**src/rtl/rx9_pkg.sv**
```systemverilog
package rx9_pkg;
  localparam int MODE_W = 3;
  localparam int ERR_N  = 3;

  localparam logic [MODE_W-1:0] MODE_MARKED_ONLY = 3'd2;
  localparam logic [MODE_W-1:0] MODE_KEEP_ALL    = 3'd3;
  localparam logic [MODE_W-1:0] MODE_DMA_TRAILER = 3'd7;

  localparam int ERR_IDX_FRAME   = 0;
  localparam int ERR_IDX_PARITY  = 1;
  localparam int ERR_IDX_OVERRUN = 2;

  typedef struct packed {
    logic accept;
    logic cpu_irq;
    logic dma_irq;
  } rx9_route_t;
endpackage

```
**src/rtl/rx9_mode_decode.sv**
```systemverilog
module rx9_mode_decode
  import rx9_pkg::*;
(
  input  logic [MODE_W-1:0] mode,
  input  logic              bit9,
  input  logic              dma_en,
  output rx9_route_t        route
);
  logic keep;
  logic marker_gate;
  logic cpu_allowed;

  always_comb begin
    keep        = 1'b1;
    marker_gate = 1'b1;
    cpu_allowed = !dma_en;
    unique case (mode)
      MODE_MARKED_ONLY: begin
        keep        = bit9;
        marker_gate = 1'b1;
      end
      MODE_KEEP_ALL: begin
        keep        = 1'b1;
        marker_gate = 1'b1;
      end
      MODE_DMA_TRAILER: begin
        keep        = 1'b1;
        marker_gate = bit9;
        cpu_allowed = 1'b1;
      end
      default: begin
        keep        = 1'b1;
        marker_gate = 1'b1;
      end
    endcase
    route.accept  = keep;
    route.cpu_irq = keep & marker_gate & cpu_allowed;
    route.dma_irq = keep & dma_en;
  end
endmodule

```
**src/rtl/rx9_hold_tracker.sv**
```systemverilog
module rx9_hold_tracker (
  input  logic clk,
  input  logic rst,
  input  logic load,
  input  logic consume,
  output logic full,
  output logic overrun
);
  assign overrun = load & full & ~consume;

  always_ff @(posedge clk) begin
    if (rst) full <= 1'b0;
    else     full <= load | (full & ~consume);
  end
endmodule

```
**src/rtl/rx9_err_sticky.sv**
```systemverilog
module rx9_err_sticky #(
  parameter int N = 3
) (
  input  logic         clk,
  input  logic         rst,
  input  logic [N-1:0] set_vec,
  input  logic [N-1:0] clr_vec,
  output logic [N-1:0] flags
);
  for (genvar i = 0; i < N; i++) begin : g_bit
    always_ff @(posedge clk) begin
      if (rst)             flags[i] <= 1'b0;
      else if (set_vec[i]) flags[i] <= 1'b1;
      else if (clr_vec[i]) flags[i] <= 1'b0;
    end
  end
endmodule

```
**src/rtl/rx9_event_filter.sv**
```systemverilog
module rx9_event_filter
  import rx9_pkg::*;
#(
  parameter int DATA_W = 8
) (
  input  logic              clk,
  input  logic              rst,
  input  logic              frame_done,
  input  logic [DATA_W-1:0] frame_data,
  input  logic              frame_bit9,
  input  logic              err_frame,
  input  logic              err_parity,
  input  logic [MODE_W-1:0] mode,
  input  logic              dma_en,
  input  logic              host_read,
  input  logic              dma_ack,
  input  logic [ERR_N-1:0]  err_clr,
  output logic              buf_wr,
  output logic [DATA_W-1:0] buf_data,
  output logic              buf_bit9,
  output logic              dma_req,
  output logic              irq_rx,
  output logic              irq_err,
  output logic [ERR_N-1:0]  err_flags
);
  rx9_route_t       route;
  logic             load;
  logic             hold_full;
  logic             ovr_evt;
  logic [ERR_N-1:0] err_set;

  rx9_mode_decode u_dec (
    .mode   (mode),
    .bit9   (frame_bit9),
    .dma_en (dma_en),
    .route  (route)
  );

  assign load = frame_done & route.accept;

  rx9_hold_tracker u_hold (
    .clk     (clk),
    .rst     (rst),
    .load    (load),
    .consume (host_read | dma_ack),
    .full    (hold_full),
    .overrun (ovr_evt)
  );

  always_comb begin
    err_set                  = '0;
    err_set[ERR_IDX_FRAME]   = frame_done & err_frame;
    err_set[ERR_IDX_PARITY]  = frame_done & err_parity;
    err_set[ERR_IDX_OVERRUN] = ovr_evt;
  end

  rx9_err_sticky #(.N(ERR_N)) u_err (
    .clk     (clk),
    .rst     (rst),
    .set_vec (err_set),
    .clr_vec (err_clr),
    .flags   (err_flags)
  );

  assign irq_err = |err_flags;

  always_ff @(posedge clk) begin
    if (rst) begin
      buf_wr   <= 1'b0;
      dma_req  <= 1'b0;
      irq_rx   <= 1'b0;
      buf_data <= '0;
      buf_bit9 <= 1'b0;
    end else begin
      buf_wr  <= load;
      dma_req <= frame_done & route.dma_irq;
      irq_rx  <= frame_done & route.cpu_irq;
      if (load) begin
        buf_data <= frame_data;
        buf_bit9 <= frame_bit9;
      end
    end
  end
endmodule

```
**config.mk**
```make
export PLATFORM = sky130hd
export DESIGN_NAME = rx9_event_filter
export DESIGN_NICKNAME = d
export VERILOG_FILES = /design/src/rtl/rx9_pkg.sv /design/src/rtl/rx9_mode_decode.sv /design/src/rtl/rx9_hold_tracker.sv /design/src/rtl/rx9_err_sticky.sv /design/src/rtl/rx9_event_filter.sv
export SDC_FILE = /design/constraint.sdc
export NUM_CORES = 1
export LEC_CHECK = 0
export BUFFER_PORTS_ARGS = -buffer_cell sky130_fd_sc_hd__clkbuf_2
export CAP_MARGIN = 30
export CORE_UTILIZATION = 41
export CTS_CLUSTER_DIAMETER = 200
export DETAILED_ROUTE_END_ITERATION = 12
export PLACE_DENSITY = 0.78
export RECOVER_POWER = 100
export SETUP_SLACK_MARGIN = 0.4
export SLEW_MARGIN = 20
export SYNTH_ARGS = -nofsm -noshare
export SYNTH_HDL_FRONTEND = slang
export SYNTH_SLANG_ARGS = --single-unit
```
**constraint.sdc**
```tcl
create_clock -name clk -period 1.3 [get_ports clk]
set_input_delay 0 -clock clk [delete_from_list [all_inputs] [get_ports clk]]
set_output_delay 0 -clock clk [all_outputs]
set_load 0.01 [all_outputs]
```
==> summary.md, run 1 <==
| Metric | Value |
|---|---|
| Endpoints failing setup | `0` |
| Peak VDD IR | `592 µV` |
| 1st-iter DRT viols | `5` |
| PnR Total Power | `0.965 mW` |
| Critical Path Fanout Max | `3` |
| Post-Place Cells | `119` |
| Met1 Resource Use GR | `0.206` |
| WS Path Type | `flip-flop to output pin` |
| Synth Area in Compound Gates | `0.0859` |
| Via density | `4.76` |
| Max-cap viol count | `0` |
| Clk_lat worst skew | `270 ps` |
| Synth warn | `0` |
| Die height | `42.0 µm` |
| Vias in the first global route | `633` |
| Sequential Area | `320 µm²` |
| Site Rows | `14` |
| Clock transition at the registers of the reported paths | `90 ps` |
| Gr busiest metal | `met2` |
| Multiplexer share of the synthesized area | `0.122` |
| Post-synthesis sequential area ratio | `0.489` |
| Dpl hpwl | `986 µm` |
| Fin crit period | `1090 ps` |
| Pwr/cell area | `947 nW/µm²` |
| Global-route wire length before repair | `2.48 mm` |
| Global Route met2 Usage | `0.341` |
| Req. time, crit path | `1300 ps` |
| Post-synthesis adder-cell area fraction | `0` |
| H-Tree Depth | `1` |
| Startpoint Class | `flip-flop` |
| WL final | `1.57 mm` |
| GR Layer Usage met3 | `0.0302` |
| Simple-gate portion of the synthesized area | `0.275` |
| Core Area | `1510 µm²` |
| Setup crit end kind | `output pin` |
| Syn nets | `91` |
| Share of cells above drive strength 1 | `0.220` |
| Final Cycle Share | `0.840` |
| Layout area overhead | `55.3%` |
| Buffers added on ports | `38` |
| Clock Sinks | `16` |
| Non-Filler Instances | `139` |
| Final Skew | `0.223 ps` |
| Slew HR | `0.622` |
| Final net count | `148` |
| Slew Viols, Final | `0` |
| # fillers | `135` |
| Clock buffer count from CTS | `3` |
| Worst-Margin Slew | `561 ps` |
| Status | `finished clean` |
| FF+latch count, synth | `16` |
| Pin count of the biggest net entering global routing | `27` |
| Unique masters post-synth | `17` |
| XOR/XNOR share of the synthesized area | `0` |
| TritonCTS clock tree | `built` |
| Clock root cell | `clkbuf_4` |
| Ports | `39` |
| DRT Pass-1 Iters | `4` |
| Die width | `42.0 µm` |
| Critical Path AT | `1090 ps` |
| Setup total negative slack | `0 ps` |
| Wire length per cell | `11.3 µm` |
| Synthesized area | `656 µm²` |
| Layout Utilization | `0.676` |
| Combinational family with the most area after synthesis | `simple AND/OR/NAND/NOR gates` |
| Total GRT Usage | `0.187` |
| Static Leakage | `0.451 nW` |
| CP top delay family | `simple AND/OR/NAND/NOR gates` |
| Worst path buffer plus inverter count | `1` |
| Final ANT Viol Nets | `0` |
| Fmax | `0.916 GHz` |
| Multi-input gate area in the final layout | `317 µm²` |
| Total global routing overflow | `0` |
| Worst min path class | `input pin to flip-flop` |
| Via count | `661` |
| Final hold vios | `0` |
| Clock Path Buffers | `2` |
| Crit-path slowest cell | `or3_1` |
| Average size of a mapped cell | `9.64 µm²` |
| Setup repair after global routing missed its margin | `yes` |
| Critical path cell sequence | `or3_1, clkbuf_1` |
| # diodes | `0` |
| Initial Util | `0.435` |
| Initial antenna violation count | `0` |
| DRC Markers | `0` |
| Placer Congestion | `0.688` |
| Full die area | `1760 µm²` |
| Critical path's largest stage delay | `350 ps` |
| Post-synthesis cell count | `68` |
## cell families (layout without fill, tap and decap cells)
family	Yosys count	count (layout)
buffers and inverters	3	58
AND/OR/NAND/NOR	32	32
flip-flops	16	16
multiplexers	8	8
AO/OA/AOI/OAI	9	9
## layout make-up
type                    count  share of cell area
flip-flops and latches     16               0.314
repair buffers             55               0.333
well taps                  16              0.0197
multi-input cells          49               0.311
clock buffers               3              0.0221
## sequential cells by signal (all words and copies together), names as in the netlist
register,count
buf_data,8
irq_rx,1
buf_bit9,1
buf_wr,1
u_hold.full,1
u_err.flags,3
dma_req,1
## cell usage in the layout, fill, tap and decap left out, drive strengths merged, types with 4 or more instances in the layout
| cell type | instances |
|---|---|
| nor2 | 4 |
| dlygate4sd3 | 16 |
| clkbuf | 41 |
| dfxtp | 16 |
| a21oi | 4 |
| mux2i | 8 |
| nand2b | 19 |
| nand2 | 5 |
## metrics by stage
step | hold slack (ps) | worst slack (ps) | instance area [µm²]
4_1_cts | 4.62 | 202 | 1040
3_3_place_gp | 225 | 167 | 850
6_report | 8.02 | 208 | 1020
3_5_place_dp | 237 | 150 | 850
5_1_grt | 26.8 | 170 | 1020
2_1_floorplan | 114 | 379 | 658
## worst min-delay path: cells and delay by family
family / cells / cell delay (ps)
compound gates: 1 / 60
buf+inv: 1 / 80
simple gates: 2 / 100
## power by group
group	switching, mW	internal, mW	leakage, nW	total (mW)
combinational	0.0818	0.101	0.305	0.183
sequential	0.0125	0.518	0.132	0.531
clock	0.144	0.107	0.0138	0.251
## synthesized netlist by cell type
master / n / area (µm²)
nand2b_1: 19 / 119
dfxtp_1: 16 / 320
mux2i_1: 8 / 80.1
nand2_1: 5 / 18.8
a21oi_1: 4 / 20.0
nor2_1: 4 / 15.0
clkbuf_1: 2 / 7.51
a2111oi_0: 1 / 8.76
buf_6: 1 / 11.3
nand3_1: 1 / 5.00
nor3b_1: 1 / 7.51
o21a_1: 1 / 7.51
o21ai_0: 1 / 5.00
o21bai_1: 1 / 7.51
o31ai_1: 1 / 7.51
or3_1: 1 / 6.26
or3b_1: 1 / 8.76
## per-layer routing
metal	vias up	wire, µm
li1	339	-
met1	290	669
met3	2	108
met2	30	782
met4	0	11
met5	-	0
## worst paths after layout
| kind | startpoint | cells after the start | slack (ps) | end |
|---|---|---|---|---|
| min | host_read | 4 | 8 | u_err.flags[2]$_SDFFE_PP0P_ |
| max reg2reg | buf_bit9$_SDFFE_PP0P_ | 3 | 620 | buf_bit9$_SDFFE_PP0P_ |
| min reg2reg | u_hold.full$_SDFF_PP0_ | 2 | 470 | u_err.flags[2]$_SDFFE_PP0P_ |
| max | u_err.flags[1]$_SDFFE_PP0P_ | 2 | 210 | irq_err |
## timing repair
action	4_1_cts	5_1_grt
hold endpoints to repair	14	0
pin swaps	0	0
hold buffers	16	0
endpoints found under the setup margin	1	1
resized for setup	1	0
gates cloned	0	0
buffers inserted	1	0
No activity file was read; power rests on OpenSTA's default activity.
==> run 2, diff against run 1 <==
- CORE_UTILIZATION: 41 -> 37
- PLACE_DENSITY: 0.78 -> 0.75
- clock period: 1.3 -> 0.95 ns (I/O delays scaled with it)
==> run 2 against run 1 <==
  * The flow now finishes with violations (design-rule violations, negative hold slack, negative setup slack)
  * First-iteration DRC count is 60% higher
  * Clock power up 81%
  * Non-clock buffer count decreased by 8
  * Total power increased by 57%
  * Cell count down 5.0%
  * Highest routed layer unchanged
  * Routed wire length up 9.4%
  * Register-to-register slack got worse by 390 ps
  * Sequential cell count is the same
==> summary.md, run 2 (synthesis results as in run 1) <==
| Metric | Value |
|---|---|
| Status | `finished with violations (was finished clean)` |
| Failing checks | `design-rule violations, negative hold slack, negative setup slack` |
| Endpoints failing setup | `1 (was 0)` |
| Startpoint Class | `flip-flop (unchanged)` |
| Worst Slack Setup Final | `-169 ps (was 208 ps)` |
| Vias in the first global route | `612 (was 633)` |
| TritonCTS clock tree | `built (unchanged)` |
| Seq pwr share | `0.487 (was 0.550)` |
| Switching Power | `0.379 mW (was 0.238 mW)` |
| Critical Path AT | `1120 ps (was 1090 ps)` |
| WS Path Type | `flip-flop to output pin (unchanged)` |
| Fin crit period | `1120 ps` |
| Static Leakage | `0.538 nW (was 0.451 nW)` |
| Met3 routed WL | `63 µm (was 108 µm)` |
| Non-Filler Instances | `132 (was 139)` |
| Req. time, crit path | `950 ps (was 1300 ps)` |
| PnR Total Power | `1.52 mW (was 0.965 mW)` |
| Clock root cell | `clkbuf_4 (unchanged)` |
| Core Area | `1580 µm² (was 1510 µm²)` |
| Site Rows | `14 (unchanged)` |
| Global-route wire length before repair | `2.50 mm (was 2.48 mm)` |
| Switching share of power | `0.250 (was 0.247)` |
| Power share of the clock group | `0.300 (was 0.260)` |
| Initial antenna violation count | `0 (unchanged)` |
| Ports | `39 (unchanged)` |
| Final net count | `140 (was 148)` |
| Worst min path class | `input pin to flip-flop (unchanged)` |
| DRT Pass-1 Iters | `7 (was 4)` |
| # diodes | `0 (unchanged)` |
| 1st-iter DRT viols | `8 (was 5)` |
| Setup repair after global routing missed its margin | `yes (unchanged)` |
| Fin area | `1150 µm² (was 1020 µm²)` |
| Critical path's largest stage delay | `370 ps (was 350 ps)` |
| Setup crit end kind | `output pin (unchanged)` |
| Dpl ws | `-206 ps (was 150 ps)` |
| Top Registers | `buf_data x8, u_err.flags x3 (unchanged)` |
| Final Skew | `0.0638 ps (was 0.223 ps)` |
| Clock Path Buffers | `2 (unchanged)` |
| Hold Slack | `-74.1 ps (was 8.02 ps)` |
| Die width | `44.1 µm (was 42.0 µm)` |
| Via density | `4.80 (was 4.76)` |
| Share of cells above drive strength 1 | `0.672 (was 0.220)` |
| Total GRT Usage | `0.174 (was 0.187)` |
| Multi-input gate area in the final layout | `403 µm² (was 317 µm²)` |
| Worst-Margin Slew | `515 ps (was 561 ps)` |
| Wire length per cell | `13.0 µm (was 11.3 µm)` |
| Clock buffer count from CTS | `3 (unchanged)` |
| Clock Sinks | `16 (unchanged)` |
| Placer Congestion | `0.769 (was 0.688)` |
| Sequential Area | `337 µm² (was 320 µm²)` |
| Full die area | `1940 µm² (was 1760 µm²)` |
| Final Cycle Share | `1.18` |
| Peak VDD IR | `838 µV (was 592 µV)` |
| # fillers | `121 (was 135)` |
| Critical path cell sequence | `or3_4, clkbuf_2 (was or3_1, clkbuf_1)` |
| Fmax | `0.893 GHz` |
| Pwr/cell area | `1320 nW/µm² (was 947 nW/µm²)` |
| Comb power frac | `0.213 (was 0.190)` |
| Top Layer Used | `met4 (unchanged)` |
| Most used cells in the layout excluding fill and tap cells | `clkbuf_2 (22), buf_6 (17), nand2b_1 (15) (was clkbuf_2 (23), nand2b_1 (19), dfxtp_1 (16), dlygate4sd3_1 (16), clkbuf_1 (15))` |
| Clk_lat worst skew | `290 ps (was 270 ps)` |
| Slew HR | `0.657 (was 0.622)` |
| Dpl hpwl | `1.04 mm (was 986 µm)` |
| Int Pwr | `1.14 mW (was 0.727 mW)` |
| DRC Markers | `2 (was 0)` |
| Top reg by flops | `buf_data (unchanged)` |
| Clock transition at the registers of the reported paths | `90 ps (about the same)` |
| Final ANT Viol Nets | `0 (unchanged)` |
| Total global routing overflow | `0 (unchanged)` |
| Die height | `44.1 µm (was 42.0 µm)` |
| Pin count of the biggest net entering global routing | `27 (unchanged)` |
| Buffers added on ports | `38 (unchanged)` |
| Crit-path slowest cell | `or3_4 (was or3_1)` |
| Routed wl met2 | `915 µm (was 782 µm)` |
| Via count | `634 (was 661)` |
| Final hold vios | `14 (was 0)` |
| Placement Cell Area | `872 µm² (was 850 µm²)` |
| Layout area overhead | `75.2% (was 55.3%)` |
| WL final | `1.72 mm (was 1.57 mm)` |
| Initial Util | `0.416 (was 0.435)` |
| Critical Path Fanout Max | `2 (was 3)` |
| Slew Viols, Final | `0 (unchanged)` |
| Max-cap viol count | `0 (unchanged)` |
| Post-Place Cells | `121 (was 119)` |
| Met1 Wirelength | `708 µm (was 669 µm)` |
| Commonest non-fill, non-tap cell in the layout | `clkbuf_2 (unchanged)` |
| H-Tree Depth | `1 (unchanged)` |
| Largest register FFs | `8 (unchanged)` |
-- run 2: cell count changes in the layout (fill, tap and decap cells not counted), sizes merged --
cell | previous run | this run
clkbuf | 41 | 27
buf | 1 | 24
dlygate4sd3 | 16 | 0
-- run 2: metrics by stage --
stage | utilization | setup TNS, ps
floorplan | - | 0
global placement | 0.553 | -1850
detailed placement | 0.553 | -2200
CTS | 0.633 | -166
global route | 0.729 | -200
finish | 0.729 | -169
-- run 2: per-layer routing --
metal | vias to the layer above | global-route usage
met2 | 16 | 0.300
met3 | 3 | 0.0286
met4 | 0 | 0.103
met1 | 290 | 0.202
li1 | 325 | -
met5 | - | 0
-- run 2: worst max-delay path: cells and delay by family, from the launching register on --
family        cells  cell delay (ps)
buf+inv           1              130
simple gates      1              370
flops             1              330
-- run 2: power groups by stage --
stage          sequential, mW  clock, mW  combinational (mW)
2_1_floorplan           0.761          0              0.0974
5_1_grt                 0.743      0.497               0.348
6_report                0.740      0.455               0.324
3_5_place_dp            0.745          0               0.217
4_1_cts                 0.733      0.461               0.253
3_3_place_gp            0.743          0               0.211
-- run 2: cell type report --
| class | instances | area share |
|---|---|---|
| clock buffers | 4 | 0.0316 |
| flip-flops and latches | 16 | 0.293 |
| well taps | 16 | 0.0174 |
| repair buffers | 47 | 0.307 |
| multi-input cells | 49 | 0.351 |
-- run 2: path summary, 6_finish.rpt --
path | startpoint | to | slack [ps] | cells past startpoint
worst max-delay path | u_err.flags[0]$_SDFFE_PP0P_ | irq_err | -170 | 2
worst min-delay path | dma_en | irq_rx$_SDFF_PP0_ | -70 | 2
worst max register to register | buf_bit9$_SDFFE_PP0P_ | buf_bit9$_SDFFE_PP0P_ | 230 | 3
worst min register to register | buf_data[0]$_SDFFE_PP0P_ | buf_data[0]$_SDFFE_PP0P_ | 490 | 2
-- run 2: what timing repair did --
| action | CTS | global route |
|---|---|---|
| pin swaps | 3 | 3 |
| endpoints found under the hold margin | 14 | 12 |
| endpoints found under the setup margin | 32 | 32 |
| setup buffers | 4 | 3 |
| resized for setup | 20 | 41 |
==> run 3, diff against run 2 <==
- SKIP_LAST_GASP: unset -> 1
==> run 3 against run 2 <==
  * The flow still finishes with violations (design-rule violations, negative hold slack, negative setup slack)
  * Cell area fell by 2.0%
  * Utilization down 1.4 points
  * Hold slack improved by 5.1 ps
  * Critical endpoint unchanged
  * Critical path type unchanged
==> summary.md, run 3 (synthesis results as in run 1) <==
| Metric | Value |
|---|---|
| Fmax | `0.897 GHz (was 0.893 GHz)` |
| Via count | `636 (was 634)` |
| Buffers added on ports | `38 (unchanged)` |
| Slew Viols, Final | `0 (unchanged)` |
| Dpl hpwl | `1.04 mm (unchanged)` |
| Core Area | `1580 µm² (unchanged)` |
| # diodes | `0 (unchanged)` |
| Clock root cell | `clkbuf_4 (unchanged)` |
| Initial antenna violation count | `0 (unchanged)` |
| Die width | `44.1 µm (unchanged)` |
| Multi-input gate area in the final layout | `388 µm² (was 403 µm²)` |
| Clock Sinks | `16 (unchanged)` |
| H-Tree Depth | `1 (unchanged)` |
| Critical Path Fanout Max | `2 (unchanged)` |
| Most used cells in the layout excluding fill and tap cells | `clkbuf_2 (22), nand2b_1 (17), buf_6 (17) (was clkbuf_2 (22), buf_6 (17), nand2b_1 (15))` |
| DRT Pass-1 Iters | `8 (was 7)` |
| WL final | `1.66 mm (was 1.72 mm)` |
| Layout Utilization | `0.714 (was 0.729)` |
| Sequential Area | `337 µm² (unchanged)` |
| Setup crit end kind | `output pin (unchanged)` |
| Via density | `4.85 (was 4.80)` |
| Fin crit period | `1120 ps (about the same)` |
| Largest register FFs | `8 (unchanged)` |
| WS Path Type | `flip-flop to output pin (unchanged)` |
| Top reg by flops | `buf_data (unchanged)` |
| Status | `finished with violations (unchanged)` |
| Final Cycle Share | `1.17 (was 1.18)` |
| Share of cells above drive strength 1 | `0.652 (was 0.672)` |
| Slew HR | `0.668 (was 0.657)` |
| Pin count of the biggest net entering global routing | `27 (unchanged)` |
| Critical Path AT | `1120 ps (about the same)` |
| Failing checks | `design-rule violations, negative hold slack, negative setup slack (unchanged)` |
| Max-cap viol count | `0 (unchanged)` |
| Total global routing overflow | `0 (unchanged)` |
| Layout area overhead | `71.8% (was 75.2%)` |
| Clk_lat worst skew | `290 ps (about the same)` |
| Final Skew | `0.0385 ps (was 0.0638 ps)` |
| Non-Filler Instances | `131 (was 132)` |
| Final net count | `139 (was 140)` |
| Site Rows | `14 (unchanged)` |
| Global-route wire length before repair | `2.53 mm (was 2.50 mm)` |
| DRC Markers | `2 (unchanged)` |
| Worst min path class | `input pin to flip-flop (unchanged)` |
| Clock buffer count from CTS | `3 (unchanged)` |
| # fillers | `130 (was 121)` |
| Vias in the first global route | `619 (was 612)` |
| Final hold vios | `13 (was 14)` |
| Final ANT Viol Nets | `0 (unchanged)` |
| Ports | `39 (unchanged)` |
| Static Leakage | `0.522 nW (was 0.538 nW)` |
| Commonest non-fill, non-tap cell in the layout | `clkbuf_2 (unchanged)` |
| Post-Place Cells | `121 (unchanged)` |
| Wire length per cell | `12.7 µm (was 13.0 µm)` |
| Setup total negative slack | `-165 ps (was -169 ps)` |
| Placer Congestion | `0.769 (unchanged)` |
| Hold Slack | `-69.0 ps (was -74.1 ps)` |
| 1st-iter DRT viols | `7 (was 8)` |
| Die height | `44.1 µm (unchanged)` |
| Dpl ws | `-206 ps (unchanged)` |
| Full die area | `1940 µm² (unchanged)` |
| Endpoints failing setup | `1 (unchanged)` |
| Req. time, crit path | `950 ps (about the same)` |
| TritonCTS clock tree | `built (unchanged)` |
| Pwr/cell area | `1330 nW/µm² (was 1320 nW/µm²)` |
| Worst-Margin Slew | `497 ps (was 515 ps)` |
| Setup repair after global routing missed its margin | `yes (unchanged)` |
| Peak VDD IR | `739 µV (was 838 µV)` |
| Top Registers | `buf_data x8, u_err.flags x3 (unchanged)` |
| Clock transition at the registers of the reported paths | `100 ps (was 90 ps)` |
| Clock Path Buffers | `2 (unchanged)` |
| Worst Slack Setup Final | `-165 ps (was -169 ps)` |
| Initial Util | `0.416 (unchanged)` |
| Startpoint Class | `flip-flop (unchanged)` |
| Total GRT Usage | `0.179 (was 0.174)` |
## run 3: cell count changes in the layout (fill, tap and decap cells not counted), sizes merged
cell / delta
buf: -1
## run 3: per-layer routing
metal	routed length, µm	share of wire	global-route usage
met5	0	0	0
met3	54	0.032	0.0245
met2	895	0.54	0.315
met4	34	0.020	0.115
met1	679	0.41	0.199
## run 3: critical path, stage by stage, from the launching register on
cell and delay, ps:
dfxtp_2 330, or3_4 370, clkbuf_2 130
## run 3: worst paths after layout
kind	startpoint	endpoint	slack, ps	cells past startpoint
worst max-delay path	u_err.flags[0]$_SDFFE_PP0P_	irq_err	-170	2
worst min-delay path	dma_en	irq_rx$_SDFF_PP0_	-70	2
worst max register to register	buf_bit9$_SDFFE_PP0P_	buf_bit9$_SDFFE_PP0P_	230	3
worst min register to register	buf_data[4]$_SDFFE_PP0P_	buf_data[4]$_SDFFE_PP0P_	490	2
## run 3: timing repair
action                                  4_1_cts  5_1_grt
pin swaps                                     3        3
cloned                                        0        0
setup buffers                                 4        2
gates resized for setup                      19       40
hold endpoints to repair                     14       12
endpoints found under the setup margin       32       32
## run 3: cell type report
| cell class | instances | share of cell area |
|---|---|---|
| multi-input combinational | 49 | 0.344 |
| timing repair buffer | 46 | 0.307 |
| sequential | 16 | 0.299 |
| tap | 16 | 0.0178 |
| clock buffer | 4 | 0.0322 |
## run 3: per-stage QoR
step	cell area, µm²	power, mW	hold WS [ps]
finish	1130	1.50	-69.0
CTS	985	1.44	-107
detailed placement	872	0.961	215
floorplan	666	0.858	114
global route	1130	1.57	-72.2
global placement	872	0.955	206
## run 3: report_power, final
group          leakage [nW]  switching (mW)  internal (mW)
clock                0.0210           0.216          0.233
combinational         0.365           0.128          0.183
sequential            0.137          0.0243          0.716
total                 0.522           0.368           1.13
